$ cat src/rtl/ctxarb_pkg.sv
package ctxarb_pkg;
  typedef enum logic [1:0] {
    ST_RUN  = 2'd0,
    ST_WAIT = 2'd1,
    ST_SLOT = 2'd2
  } arb_state_e;
endpackage

$ cat src/rtl/ctxarb_interval_timer.sv
module ctxarb_interval_timer #(
  parameter int IVL_W = 16
) (
  input  logic             clk,
  input  logic             rst_n,
  input  logic             run_i,
  input  logic [IVL_W-1:0] interval_i,
  output logic             tick_o
);
  logic [IVL_W-1:0] cnt_q, cnt_d;
  logic             cnt_en;
  logic             enabled;

  always_comb begin
    enabled = (interval_i != '0);
    tick_o  = run_i && enabled && (cnt_q >= (interval_i - IVL_W'(1)));
    cnt_en  = run_i || (cnt_q != '0);
    if (!run_i || !enabled || tick_o) cnt_d = '0;
    else                              cnt_d = cnt_q + IVL_W'(1);
  end

  always_ff @(posedge clk or negedge rst_n) begin
    if (!rst_n)      cnt_q <= '0;
    else if (cnt_en) cnt_q <= cnt_d;
  end
endmodule

$ cat src/rtl/ctxarb_slot_ctrl.sv
module ctxarb_slot_ctrl
  import ctxarb_pkg::*;
#(
  parameter int SLOT_W = 8
) (
  input  logic              clk,
  input  logic              rst_n,
  input  logic              tick_i,
  input  logic              eng_busy_i,
  input  logic              host_done_i,
  input  logic [SLOT_W-1:0] slot_len_i,
  output logic              run_o,
  output logic              slot_o
);
  localparam int SW1 = SLOT_W + 1;

  arb_state_e        state_q, state_d;
  logic [SLOT_W-1:0] scnt_q, scnt_d;
  logic              scnt_en;
  logic              last_cyc;

  always_comb begin
    last_cyc = (({1'b0, scnt_q} + SW1'(1)) >= {1'b0, slot_len_i});
    state_d  = state_q;
    scnt_d   = scnt_q;
    scnt_en  = 1'b0;
    unique case (state_q)
      ST_RUN: begin
        if (tick_i) state_d = ST_WAIT;
      end
      ST_WAIT: begin
        if (!eng_busy_i) begin
          state_d = ST_SLOT;
          scnt_en = 1'b1;
          scnt_d  = '0;
        end
      end
      ST_SLOT: begin
        scnt_en = 1'b1;
        if (host_done_i || last_cyc) begin
          state_d = ST_RUN;
          scnt_d  = '0;
        end else begin
          scnt_d  = scnt_q + SLOT_W'(1);
        end
      end
      default: state_d = ST_RUN;
    endcase
  end

  always_ff @(posedge clk or negedge rst_n) begin
    if (!rst_n) state_q <= ST_RUN;
    else        state_q <= state_d;
  end

  always_ff @(posedge clk or negedge rst_n) begin
    if (!rst_n)       scnt_q <= '0;
    else if (scnt_en) scnt_q <= scnt_d;
  end

  assign run_o  = (state_q == ST_RUN);
  assign slot_o = (state_q == ST_SLOT);
endmodule

$ cat src/rtl/ctxarb_bus_mux.sv
module ctxarb_bus_mux #(
  parameter int ADDR_W       = 24,
  parameter int DATA_W       = 32,
  parameter int BANKS        = 4,
  parameter int ENTRY_LG2    = 3,
  parameter int STATIC_WORDS = 4
) (
  input  logic              sel_host_i,
  input  logic              eng_req_i,
  input  logic              eng_we_i,
  input  logic [ADDR_W-1:0] eng_addr_i,
  input  logic [DATA_W-1:0] eng_wdata_i,
  input  logic              host_req_i,
  input  logic              host_we_i,
  input  logic [ADDR_W-1:0] host_addr_i,
  input  logic [DATA_W-1:0] host_wdata_i,
  output logic              mem_en_o,
  output logic              mem_we_o,
  output logic [ADDR_W-1:0] mem_addr_o,
  output logic [DATA_W-1:0] mem_wdata_o,
  output logic [BANKS-1:0]  mem_bank_o
);
  localparam int BSEL_W = $clog2(BANKS);
  localparam int WIDX_W = ENTRY_LG2 + 1;
  localparam logic [WIDX_W-1:0] STATIC_LIM = WIDX_W'(STATIC_WORDS);

  logic [ENTRY_LG2-1:0] eng_word;
  logic                 eng_static;
  logic [BSEL_W-1:0]    bank_idx;

  always_comb begin
    eng_word   = eng_addr_i[ENTRY_LG2+1:2];
    eng_static = ({1'b0, eng_word} < STATIC_LIM);
    if (sel_host_i) begin
      mem_en_o    = host_req_i;
      mem_we_o    = host_req_i && host_we_i;
      mem_addr_o  = host_addr_i;
      mem_wdata_o = host_wdata_i;
    end else begin
      mem_en_o    = eng_req_i;
      mem_we_o    = eng_req_i && eng_we_i && !eng_static;
      mem_addr_o  = eng_addr_i;
      mem_wdata_o = eng_wdata_i;
    end
    bank_idx = mem_addr_o[ADDR_W-1 -: BSEL_W];
  end

  for (genvar b = 0; b < BANKS; b++) begin : g_bank
    assign mem_bank_o[b] = mem_en_o && (bank_idx == BSEL_W'(b));
  end
endmodule

$ cat src/rtl/ctxmem_slot_arbiter.sv
module ctxmem_slot_arbiter #(
  parameter int IVL_W        = 16,
  parameter int SLOT_W       = 8,
  parameter int ADDR_W       = 24,
  parameter int DATA_W       = 32,
  parameter int BANKS        = 4,
  parameter int ENTRY_LG2    = 3,
  parameter int STATIC_WORDS = 4
) (
  input  logic              clk,
  input  logic              rst_n,
  input  logic [IVL_W-1:0]  cfg_interval_i,
  input  logic [SLOT_W-1:0] cfg_slot_len_i,
  input  logic              cell_valid_i,
  output logic              cell_ready_o,
  output logic              eng_cell_valid_o,
  input  logic              eng_ready_i,
  input  logic              eng_busy_i,
  output logic              eng_stall_o,
  input  logic              eng_req_i,
  input  logic              eng_we_i,
  input  logic [ADDR_W-1:0] eng_addr_i,
  input  logic [DATA_W-1:0] eng_wdata_i,
  input  logic              host_req_i,
  input  logic              host_we_i,
  input  logic [ADDR_W-1:0] host_addr_i,
  input  logic [DATA_W-1:0] host_wdata_i,
  input  logic              host_done_i,
  output logic              host_gnt_o,
  output logic              mem_en_o,
  output logic              mem_we_o,
  output logic [ADDR_W-1:0] mem_addr_o,
  output logic [DATA_W-1:0] mem_wdata_o,
  output logic [BANKS-1:0]  mem_bank_o
);
  logic running;
  logic in_slot;
  logic tick;

  ctxarb_interval_timer #(.IVL_W(IVL_W)) u_timer (
    .clk        (clk),
    .rst_n      (rst_n),
    .run_i      (running),
    .interval_i (cfg_interval_i),
    .tick_o     (tick)
  );

  ctxarb_slot_ctrl #(.SLOT_W(SLOT_W)) u_ctrl (
    .clk         (clk),
    .rst_n       (rst_n),
    .tick_i      (tick),
    .eng_busy_i  (eng_busy_i),
    .host_done_i (host_done_i),
    .slot_len_i  (cfg_slot_len_i),
    .run_o       (running),
    .slot_o      (in_slot)
  );

  ctxarb_bus_mux #(
    .ADDR_W       (ADDR_W),
    .DATA_W       (DATA_W),
    .BANKS        (BANKS),
    .ENTRY_LG2    (ENTRY_LG2),
    .STATIC_WORDS (STATIC_WORDS)
  ) u_mux (
    .sel_host_i   (in_slot),
    .eng_req_i    (eng_req_i),
    .eng_we_i     (eng_we_i),
    .eng_addr_i   (eng_addr_i),
    .eng_wdata_i  (eng_wdata_i),
    .host_req_i   (host_req_i),
    .host_we_i    (host_we_i),
    .host_addr_i  (host_addr_i),
    .host_wdata_i (host_wdata_i),
    .mem_en_o     (mem_en_o),
    .mem_we_o     (mem_we_o),
    .mem_addr_o   (mem_addr_o),
    .mem_wdata_o  (mem_wdata_o),
    .mem_bank_o   (mem_bank_o)
  );

  assign cell_ready_o     = eng_ready_i && running;
  assign eng_cell_valid_o = cell_valid_i && cell_ready_o;
  assign eng_stall_o      = in_slot;
  assign host_gnt_o       = in_slot;
endmodule

$ cat config.mk
export PLATFORM = sky130hd
export DESIGN_NAME = ctxmem_slot_arbiter
export DESIGN_NICKNAME = d
export VERILOG_FILES = /design/src/rtl/ctxarb_pkg.sv /design/src/rtl/ctxarb_interval_timer.sv /design/src/rtl/ctxarb_slot_ctrl.sv /design/src/rtl/ctxarb_bus_mux.sv /design/src/rtl/ctxmem_slot_arbiter.sv
export SDC_FILE = /design/constraint.sdc
export NUM_CORES = 1
export LEC_CHECK = 0
export BUFFER_PORTS_ARGS = -buffer_cell sky130_fd_sc_hd__buf_4
export CORE_UTILIZATION = 35
export CTS_CLUSTER_SIZE = 40
export DETAILED_ROUTE_END_ITERATION = 8
export GPL_TIMING_DRIVEN = 0
export PLACE_DENSITY_LB_ADDON = 0.1
export SYNTH_ARGS = -nofsm -noshare
export SYNTH_HDL_FRONTEND = slang
export SYNTH_HIERARCHICAL = 1
export SYNTH_SLANG_ARGS = --single-unit
$ cat constraint.sdc
create_clock -name clk -period 6.6 [get_ports clk]
set_clock_uncertainty 0.1 [all_clocks]
set_input_delay 0 -clock clk [delete_from_list [all_inputs] [get_ports clk]]
set_output_delay 0 -clock clk [all_outputs]
set_load 0.005 [all_outputs]
# Yosys cells after proc, flatten, opt, wreduce, memory -nomap -nowiden
# Index checks and enable logic that the tools add are counted.
# word_totals
regBits	26
input_bits	146
# classes
n_addsub	4
order_cmp	3
eq_ne	8
muxes	14
n_reduce_logical	25
# ops
operator	n
$mux W32	1
$reduce_bool A16 Y1	2
$mux W24	1
$add A16 B1 Y16 const B	1
$ge A16 B16 Y1	1
$mux W16	1
$mux W8	2
$pmux W8 S2	1
$sub A16 B1 Y16 const B	1
$logic_and A1 B1 Y1	11
$add A8 B1 Y9 const B	1
$ge A9 B8 Y1	1
$add A8 B1 Y8 const B	1
$eq A2 B2 Y1 const B	3
$mux W2	3
$pmux W2 S3	1
$reduce_and A3 Y1	2
$eq A2 B1 Y1 const B	2
$logic_not A2 Y1	2
$logic_or A1 B1 Y1	4
$ne A2 B1 Y1 const B	2
$logic_not A1 Y1	3
$lt A3 B3 Y1 const B	1
$mux W1	3
other kinds (3)	3

# Logic depth before layout (Yosys ltp)
# Gate-level depths: netlist of run 1.
# depth
depth_word	5
depth_mapped	13

# Hierarchy
# Netlist of run 1, hierarchy kept.
# by_module_without_submodules
module	n_inst	cells_each	area_each_um2	seq_area_each_um2
ctxarb_interval_timer	1	154	1390.1	400.4
ctxarb_bus_mux	1	80	1081.0	0.0
ctxarb_slot_ctrl	1	88	743.2	250.2
ctxmem_slot_arbiter	1	3	20.0	0.0

# Worst setup path after synthesis of run 1
# OpenSTA, ideal clock, no wires.
# synth_path
path_type	input to register
startpoint	input port cfg_interval_i[2]
endpoint	register u_timer.cnt_q[0]
t_arrival_ns	2.493
slack_ns	3.882
stages	12
cell_sequence	nor3_1 and3_1 nand2_1 or3_1 xor2_1 ha_1 nand4_1 or2_2 a311oi_1 nor4_1 and2_1 mux2_2
# synth_via
elab_chain_cells	5
word_cells_on_any_way	9
# synth_rtl
element	line_no	source
start: declaration	ctxmem_slot_arbiter.sv:12	input logic [IVL_W-1:0] cfg_interval_i,
$sub A16 B1 Y16 or $reduce_bool A16 Y1 (tied branches)	ctxarb_interval_timer.sv:16, ctxarb_interval_timer.sv:15	
$ge A16 B16 Y1, or another cell as far along	ctxarb_interval_timer.sv:16	tick_o = run_i && enabled && (cnt_q >= (interval_i - IVL_W'(1)));
$logic_and A1 B1 Y1 or $logic_or A1 B1 Y1 (tied branches)	ctxarb_interval_timer.sv:16, ctxarb_interval_timer.sv:18	
$logic_or A1 B1 Y1 *	ctxarb_interval_timer.sv:18	if (!run_i || !enabled || tick_o) cnt_d = '0;
$mux W16 *	ctxarb_interval_timer.sv:18	
end signal: assignment	ctxarb_interval_timer.sv:24	else if (cnt_en) cnt_q <= cnt_d;
end: declaration	ctxarb_interval_timer.sv:10	logic [IVL_W-1:0] cnt_q, cnt_d;
# Mark *: on every way between the ends. The rest lies on a longest branch, timed or not.
# A chain may end at the register's enable or synchronous reset.

# Worst setup path after layout of run 1
# layout_path
startpoint	input port cfg_interval_i[2]
endpoint	register u_timer.cnt_q[4]
# Same word-level chain as after synthesis.

==> results of run 1 <==
-- final timing paths --
path	slack [ns]	startpoint	to
max in group asynchronous	6.09	rst_n	u_timer/cnt_q[7]
min	0.05	host_done_i	u_ctrl/scnt_q[5]
max	3.61	cfg_interval_i[2]	u_timer/cnt_q[4]
min in group asynchronous	0.07	rst_n	u_timer/cnt_q[11]
min reg2reg	0.44	u_ctrl/scnt_q[3]	u_ctrl/scnt_q[3]
max reg2reg	4.05	u_ctrl/scnt_q[0]	u_ctrl/scnt_q[2]
-- layout by cell type (no fill, tap or decap), types with 2 or more instances in the layout --
cell / synthesis / layout
nand3_1: 13 / 13
buf_4: 1 / 212
and4_1: 2 / 2
buf_6: 2 / 2
and3_1: 9 / 9
mux2_4: 53 / 53
or3_1: 3 / 3
inv_2: 2 / 2
a21o_1: 3 / 3
mux2_2: 3 / 3
nand2_1: 25 / 25
dfrtp_1: 26 / 26
buf_12: 6 / 6
o22ai_1: 2 / 2
xor2_1: 16 / 16
clkbuf_1: 2 / 2
inv_1: 22 / 22
clkbuf_8: 0 / 4
o31ai_1: 7 / 7
nand4_1: 5 / 5
o21ai_0: 5 / 5
nor2_1: 24 / 24
o32ai_1: 2 / 2
nand3_2: 2 / 2
nor3_1: 4 / 4
ha_1: 28 / 28
nor2b_1: 4 / 4
nor4_1: 7 / 7
nand2b_1: 2 / 2
and2_1: 3 / 3
a21oi_1: 6 / 6
xnor2_1: 18 / 18
a22o_1: 2 / 2
dlygate4sd3_1: 0 / 2
-- report_power, final --
group          internal, mW  leakage [nW]  switching [mW]  total (mW)
Clock                0.0533        0.0288          0.0488       0.102
Sequential            0.184         0.349          0.0355       0.219
Combinational         0.169          2.23           0.100       0.270
Total                 0.406          2.61           0.185       0.591
-- registers in the layout, summed over array words and instances, names as in the netlist --
signal / cells
u_ctrl/scnt_q: 8
u_ctrl/state_q: 2
u_timer/cnt_q: 16
-- worst register-to-register path, cell delays in order (launching register included) --
cell,delay (ns)
dfrtp_1,0.44
ha_1,0.21
nand3_1,0.15
nor2_1,0.16
xnor2_1,0.15
inv_1,0.07
ha_1,0.28
a21o_1,0.16
nand2_1,0.07
o2111ai_2,0.29
o31ai_1,0.36
-- timing repair --
item	4_1_cts	5_1_grt
endpoints found under the setup margin	0	0
hold buffers	2	0
hold endpoints to repair	28	0
-- area by class of cell --
| cell class | instances | area [µm²] | area share (%) |
|---|---|---|---|
| Sequential cell | 26 | 650.6 | 12.94 |
| Buffer | 12 | 162.7 | 3.235 |
| Tap cell | 108 | 135.1 | 2.687 |
| Timing Repair Buffer | 213 | 1604 | 31.90 |
| Multi-Input combinational cell | 263 | 2331 | 46.35 |
| Clock buffer | 4 | 55.05 | 1.095 |
| Inverter | 24 | 90.09 | 1.791 |
-- metrics by stage --
| stage | instances | hold WS [ns] | area (µm²) | utilization (%) | power, mW |
|---|---|---|---|---|---|
| final | 650 | 0.04908 | 5029 | 56.83 | 0.5907 |
| after global routing | 650 | 0.08191 | 5029 | 56.83 | 0.6396 |
| after CTS | 650 | 0.04786 | 5029 | 56.83 | 0.5976 |
| after detailed placement | 644 | -0.1731 | 4954 | 55.98 | 0.4930 |
| after global placement | 644 | -0.1731 | 4954 | 55.98 | 0.4858 |
| after floorplan | 325 | -0.3956 | 3234 | - | 0.3504 |
-- cell families (layout without fill, tap and decap cells) --
| kind of cell | Yosys count | in the layout | synth area share (%) |
|---|---|---|---|
| xor gates and xnor gates | 34 | 34 | 9.207 |
| buffers and inverters | 36 | 253 | 7.815 |
| muxes | 56 | 56 | 25.65 |
| DFF | 26 | 26 | 20.12 |
| AOI/OAI and AO/OA | 37 | 37 | 8.666 |
| adders and majority gates | 28 | 28 | 10.83 |
| and+or+nand+nor | 108 | 108 | 17.72 |
-- routing by layer --
| layer | track usage (%) | up-vias | wire length (µm) |
|---|---|---|---|
| li1 | - | 1591 | - |
| met1 | 27.74 | 1521 | 4517 |
| met2 | 38.35 | 97 | 5338 |
| met3 | 3.508 | 8 | 767 |
| met4 | 3.215 | 0 | 110 |
| met5 | 0 | - | 0 |
==> impl_results.md, run 1 <==
- Status: finished, violations left
- Violated checks: DRC
- Cts repair resizes: 0
- CTS Root Cell: clkbuf_8
- Slew headroom: 53.42%
- Synth Area per Inst: 9.952 µm²
- Die W: 98.13 µm
- Die area: 0.009630 mm²
- Type of the worst setup path: in -> reg
- HP Class: in -> reg
- Peak VDD IR: 0.0001827 V
- Area Growth Syn to Fin: 55.47%
- Layout cells sized above 1: 54.24%
- H-tree depth: 1
- CTS tree: done
- Fmax achieved: 0.3349 GHz
- First-pass GRT wire length: 16,440 µm
- ANT cells: 0
- Mapped Area: 0.003234 mm²
- Worst R2R Path Depth: 10
- Total gr overflow: 0
- Fin crit share: 45.24%
- Maximum fanout along the worst path: 10
- Minimum clock period: 2.986 ns
- Vias per cell: 4.949
- RSZ-0062 raised after global routing: false
- Primary FF master, synth: dfrtp_1
- DP Worst Slack: 3.335 ns
- Hpwl dp: 9083 µm
- CTS Buf Count: 3
- Buffers on Ports: 211
- Die height: 98.13 µm
- CTS Buffer Depth: 2
- Core region area: 0.008848 mm²
- Initial DRT Pass Iterations: 6
- Register area share after synthesis: 20.12%
- Cells after Synth: 325
- Post-synth ARST share: 100.0%
- Synth top area cells: mux2_4 25%, dfrtp_1 20%, ha_1 11%
- Clk Latency, worst-skew pair: 0.27 ns
- Worst setup SP type: input port
- Avg WL per Cell: 16.51 µm
- Row Count: 34
- Most numerous cell in the Yosys netlist: mux2_4
- Setup crit end kind: register
- Initial antenna violation count: 0
- GR Util All Layers: 21.50%
- Yosys top cell area share: 24.60%
- Worst path required time: 6.70 ns
- Top-Level Pins: 212
- Worst-path clk slew: 0.08 ns
- Worst path depth: 14
- Max cap viols: 0
- Post-CTS setup buffer count: 0
- Worst Path Buf+Inv: 2
- Pleak: 2.610 nW
- Initial core utilization: 36.55%
- Synth top cells by count: 53 x mux2_4, 28 x ha_1, 26 x dfrtp_1
- Sink Count: 26
- Antenna viol nets, final: 0
- Worst-path cell chain: buf_4, nor3_1, and3_1, nand2_1, or3_1, xor2_1, ha_1, nand4_1, or2_2, a311oi_1, nor4_1, a21oi_2, buf_6, nor2_1
- Number of synthesized flops with an enable pin: 0
- Final worst slack: 3.614 ns
- Final setup vio count: 0
- Worst Path Arrival: 3.09 ns
- Fillers: 823
- Worst Tran Pin Value: 0.6924 ns
- Most area-hungry cell type in the Yosys netlist: mux2_4
- Drt first-iter violations: 98
- Power Dens Cells: 117.5 mW/mm²
- Vias: 3,217
- Post-Route WL: 10,730 µm
- Worst path slowest cell: nor4_1
- Hold depth: 4
- Largest net degree at the start of global routing: 27
- Final TNS setup: 0 ns
- Synthesized net count: 499
- Routability Congestion: 0.8513
- Final Net Count: 717
- Max-slew violation count: 0
- Post-synthesis cell type count: 48
- Worst stage delay on the critical path: 0.64 ns
- Top delay family on crit path: simple AND/OR/NAND/NOR gates
- Synthesized flop and latch total: 26
- Vias in the first global route: 3,222
- Drt drc: 18
- Synth warn: 6
- Hold Vio Cnt, Final: 0
Power figures use the tool's default switching activity.
==> run 2, diff against run 1 <==
clock period = 2.85 ns   (was 6.6 ns; I/O delays follow)
==> impl_results.md, run 2 (synthesis results as in run 1) <==
- Max reg flops: 16
- Row Count: 34
- Drt drc: 18
- CTS tree: done
- Layout cells sized above 1: 55.60%
- Worst Tran Pin Value: 0.5115 ns
- Final Net Count: 720
- Worst path required time: 2.91 ns
- Hold Vio Cnt, Final: 0
- Minimum clock period: 2.697 ns
- CTS Root Cell: clkbuf_8
- Antenna viol nets, final: 0
- Avg WL per Cell: 16.65 µm
- Top-Level Pins: 212
- Die W: 98.13 µm
- Max-slew violation count: 0
- Fin cells: 653
- Vias in the first global route: 3,217
- Pleak: 2.649 nW
- Combinational power share: 46.3%
- Switching Power: 0.4419 mW
- Slew headroom: 65.90%
- Max cap viols: 0
- Clock share of power: 17.1%
- Post-Route WL: 10,870 µm
- GR Util All Layers: 21.44%
- Fin crit share: 94.64%
- First-pass GRT wire length: 16,420 µm
- CTS Buf Count: 3
- Largest net degree at the start of global routing: 27
- RSZ-0062 raised after global routing: false
- Commonest non-fill, non-tap cell in the layout: buf_4
- Die height: 98.13 µm
- Routability Congestion: 0.8513
- Buffers on Ports: 211
- Placed Cells: 644
- Core region area: 0.008848 mm²
- Switching part of the total: 31.90%
- Hpwl dp: 9083 µm
- Maximum fanout along the worst path: 5
- Final TNS setup: 0 ns
- Hold slack: 0.04834 ns
- P_int: 0.9434 mW
- Final instance area: 0.005120 mm²
- Final setup vio count: 0
- ANT cells: 0
- Sequential group share of total power: 36.6%
- Area Growth Syn to Fin: 58.30%
- Violated checks: DRC
- Most frequent cells in the layout: 214 x buf_4, 53 x mux2_4, 28 x ha_1, 26 x dfrtp_1, 25 x nand2_1
- Fmax achieved: 0.3708 GHz
- Peak VDD IR: 0.0004238 V
- Setup crit end kind: register
- Vias: 3,209
- Area post-placement: 0.004954 mm²
- Initial DRT Pass Iterations: 6
- Clk Latency, worst-skew pair: 0.27 ns
- Die area: 0.009630 mm²
- H-tree depth: 1
- Total gr overflow: 0
- Initial antenna violation count: 0
- Sink Count: 26
- Type of the worst setup path: in -> reg
- Power Dens Cells: 270.6 mW/mm²
- Drt first-iter violations: 89
- Initial core utilization: 36.55%
- Biggest register: u_timer/cnt_q
- HP Class: in -> reg
- Vias per cell: 4.914
- Worst Path Arrival: 2.76 ns
- Worst-path clk slew: 0.08 ns
- Status: finished, violations left
- Biggest regs: u_timer/cnt_q x16, u_ctrl/scnt_q x8, u_ctrl/state_q x2
- CTS Buffer Depth: 2
- Worst setup SP type: input port
run 2: cell count changes in the layout (fill, tap and decap cells not counted), sizes merged:
| cell | previous run | this run |
|---|---|---|
| buf | 221 | 224 |
run 2: what timing repair did:
action | in CTS | in global routing
buffers inserted | 0 | 2
gates cloned | 0 | 1
gates resized for setup | 3 | 10
pin swaps | 0 | 3
hold endpoints to repair | 28 | 0
endpoints found under the setup margin | 12 | 14
hold buffers | 2 | 0
run 2: metal layers:
layer | vias up | GRT usage (%) | routed length, µm
met3 | 8 | 3.508 | 745
met1 | 1512 | 27.56 | 4586
met2 | 93 | 38.35 | 5431
met5 | - | 0 | 0
met4 | 0 | 3.215 | 110
li1 | 1596 | - | -
run 2: worst max-delay path, stage by stage:
cell and delay, ns:
buf_4 0.13, or4_4 0.53, or3_1 0.34, nor2_1 0.12
xnor2_1 0.08, ha_1 0.29, nand4_1 0.14, or2_4 0.30
a311oi_4 0.26, nor4_4 0.09, and2_1 0.20, mux2_2 0.26
run 2: power groups by stage:
stage	Combinational (mW)	Clock [mW]	Sequential, mW
after floorplan	0.320	0	0.491
after detailed placement	0.625	0	0.516
after global placement	0.610	0	0.515
after CTS	0.638	0.242	0.508
after global routing	0.716	0.261	0.520
final	0.642	0.236	0.507
run 2: path summary, 6_finish.rpt:
kind                            slack, ns                end         startpoint  cells after the start
min in group asynchronous            0.07  u_timer/cnt_q[11]              rst_n                      2
worst min-delay path                 0.05   u_ctrl/scnt_q[5]        host_done_i                      4
worst max register to register       0.30   u_ctrl/scnt_q[2]   u_ctrl/scnt_q[0]                     10
worst max-delay path                 0.15   u_timer/cnt_q[0]  cfg_interval_i[9]                     12
worst min register to register       0.44   u_ctrl/scnt_q[3]   u_ctrl/scnt_q[3]                      2
max in group asynchronous            2.33   u_timer/cnt_q[7]              rst_n                      2
run 2: metrics by stage:
stage | power, mW | util (%) | setup slack, ns
detailed placement | 1.142 | 55.98 | -0.4154
global route | 1.498 | 57.86 | 0.02612
global placement | 1.125 | 55.98 | -0.3386
CTS | 1.388 | 57.03 | 0.03119
floorplan | 0.8114 | - | 0.1319
finish | 1.385 | 57.86 | 0.1528
run 2: final cells by class:
class | instances | area [µm²]
buffer | 12 | 162.7
clock buffer | 4 | 55.05
fill | 815 | 3729
inverter | 24 | 90.09
multi-input combinational | 263 | 2396
sequential | 26 | 650.6
tap | 108 | 135.1
timing repair buffer | 216 | 1630
==> run 3, diff against run 2 <==
PLACE_DENSITY = 0.7   (was not set)
PLACE_DENSITY_LB_ADDON = not set   (was 0.1)
==> impl_results.md, run 3 (synthesis results as in run 1) <==
- Power Dens Cells: 288.0 mW/mm²
- Vias: 3,221
- Worst Tran Pin Value: 0.5457 ns
- Max cap viols: 0
- Peak VDD IR: 0.0004628 V
- Final instance area: 0.005109 mm²
- Setup crit end kind: register
- CTS tree: done
- Commonest non-fill, non-tap cell in the layout: buf_4
- Post-Route WL: 10,930 µm
- Placed Cells: 644
- Biggest register: u_timer/cnt_q
- Max reg flops: 16
- First-pass GRT wire length: 16,300 µm
- Avg WL per Cell: 16.76 µm
- Final setup vio count: 0
- Minimum clock period: 2.738 ns
- Total gr overflow: 0
- Largest net degree at the start of global routing: 27
- Drt first-iter violations: 114
- Final TNS setup: 0 ns
- CTS Root Cell: clkbuf_8
- Fin crit share: 96.08%
- Sink Count: 26
- Pleak: 2.645 nW
- CTS Buf Count: 3
- Area post-placement: 0.004954 mm²
- Routability Congestion: 0.8836
- GR Util All Layers: 21.43%
- Drt drc: 18
- Top-Level Pins: 212
- Combinational power share: 44.5%
- Layout cells sized above 1: 55.15%
- P_int: 1.011 mW
- Initial core utilization: 36.55%
- Worst path required time: 2.91 ns
- Most frequent cells in the layout: 213 x buf_4, 53 x mux2_4, 28 x ha_1, 26 x dfrtp_1, 25 x nand2_1
- Final Net Count: 719
- Area Growth Syn to Fin: 57.95%
- Hpwl dp: 9246 µm
- Initial DRT Pass Iterations: 7
- Fillers: 799
- CTS Buffer Depth: 2
- Vias per cell: 4.940
- Slew headroom: 63.62%
- HP Class: in -> async
- Biggest regs: u_timer/cnt_q x16, u_ctrl/scnt_q x8, u_ctrl/state_q x2
- Clock share of power: 20.9%
- Worst Path Arrival: 2.80 ns
- Initial antenna violation count: 0
- Fin cells: 652
- Worst-path clk slew: 0.10 ns
- Fmax achieved: 0.3652 GHz
- Type of the worst setup path: in -> reg
- Hold Vio Cnt, Final: 0
- Switching part of the total: 31.30%
- Violated checks: DRC
- Core region area: 0.008848 mm²
- Vias in the first global route: 3,237
- ANT cells: 0
- Status: finished, violations left
- Row Count: 34
- Maximum fanout along the worst path: 5
- Max-slew violation count: 0
- Clk Latency, worst-skew pair: 0.27 ns
- Hold slack: 0.06185 ns
- Worst setup SP type: input port
- Die height: 98.13 µm
- Die area: 0.009630 mm²
- Antenna viol nets, final: 0
- Switching Power: 0.4605 mW
- H-tree depth: 1
- Die W: 98.13 µm
- Sequential group share of total power: 34.6%
- Buffers on Ports: 211
-- run 3: changes by cell type in the layout (fill, tap and decap cells not counted), sizes merged --
| cell | previous run | this run |
|---|---|---|
| bufinv | 0 | 1 |
| buf | 224 | 223 |
| clkbuf | 6 | 5 |
-- run 3: final cells by class --
type                    count  area (µm²)  area share [%]
repair buffers            215        1623           31.77
clock inverters             1       30.03          0.5878
clock buffers               3       41.29          0.8082
well taps                 108       135.1           2.645
flip-flops and latches     26       650.6           12.74
plain buffers              12       162.7           3.184
inverters                  24       90.09           1.763
multi-input cells         263        2376           46.51
-- run 3: critical path, stage by stage --
cell,delay [ns]
buf_4,0.13
nor3_2,0.26
and3_4,0.24
nand2_1,0.12
or3_1,0.37
xor2_1,0.15
ha_1,0.31
nand4_1,0.09
or2_4,0.25
a21oi_1,0.25
nor4_4,0.11
a21oi_2,0.28
buf_6,0.17
nor2_1,0.05
-- run 3: repair_timing --
action,4_1_cts,5_1_grt
hold buffers,2,0
pin swaps,1,2
cloned,0,1
resized for setup,1,8
hold endpoints to repair,28,0
setup endpoints to repair,12,16
buffers inserted,1,0
-- run 3: final timing paths --
path	startpoint	to	slack, ns	cells after the start
max	cfg_interval_i[2]	u_timer/cnt_q[3]	0.11	14
min	rst_n	u_timer/cnt_q[8]	0.06	2
max reg2reg	u_ctrl/scnt_q[0]	u_ctrl/scnt_q[1]	0.25	10
min reg2reg	u_ctrl/scnt_q[7]	u_ctrl/scnt_q[7]	0.44	2
max in group asynchronous	rst_n	u_timer/cnt_q[7]	2.33	2
min in group clk	host_done_i	u_ctrl/scnt_q[5]	0.06	4
-- run 3: stage by stage --
stage               setup WS (ns)  utilization (%)  total power, mW
floorplan                  0.1319                -           0.8114
global placement          -0.2986            55.98            1.123
detailed placement        -0.3977            55.98            1.152
CTS                       0.01073            57.16            1.466
global route             -0.02422            57.73            1.580
finish                     0.1117            57.73            1.471
-- run 3: power by group through the flow --
stage                     clock (mW)  sequential (mW)  combinational [mW]
after global routing           0.331            0.522               0.727
after CTS                      0.312            0.511               0.643
after detailed placement           0            0.517               0.635
after global placement             0            0.515               0.608
after floorplan                    0            0.491               0.320
final                          0.308            0.510               0.654
-- run 3: per-layer routing --
layer	vias to the layer above	share of wire (%)	GRT usage [%]
li1	1597	-	-
met1	1519	41	27.01
met2	99	51	39.06
met3	6	7.3	4.223
met4	0	0.54	1.952
met5	-	0	0
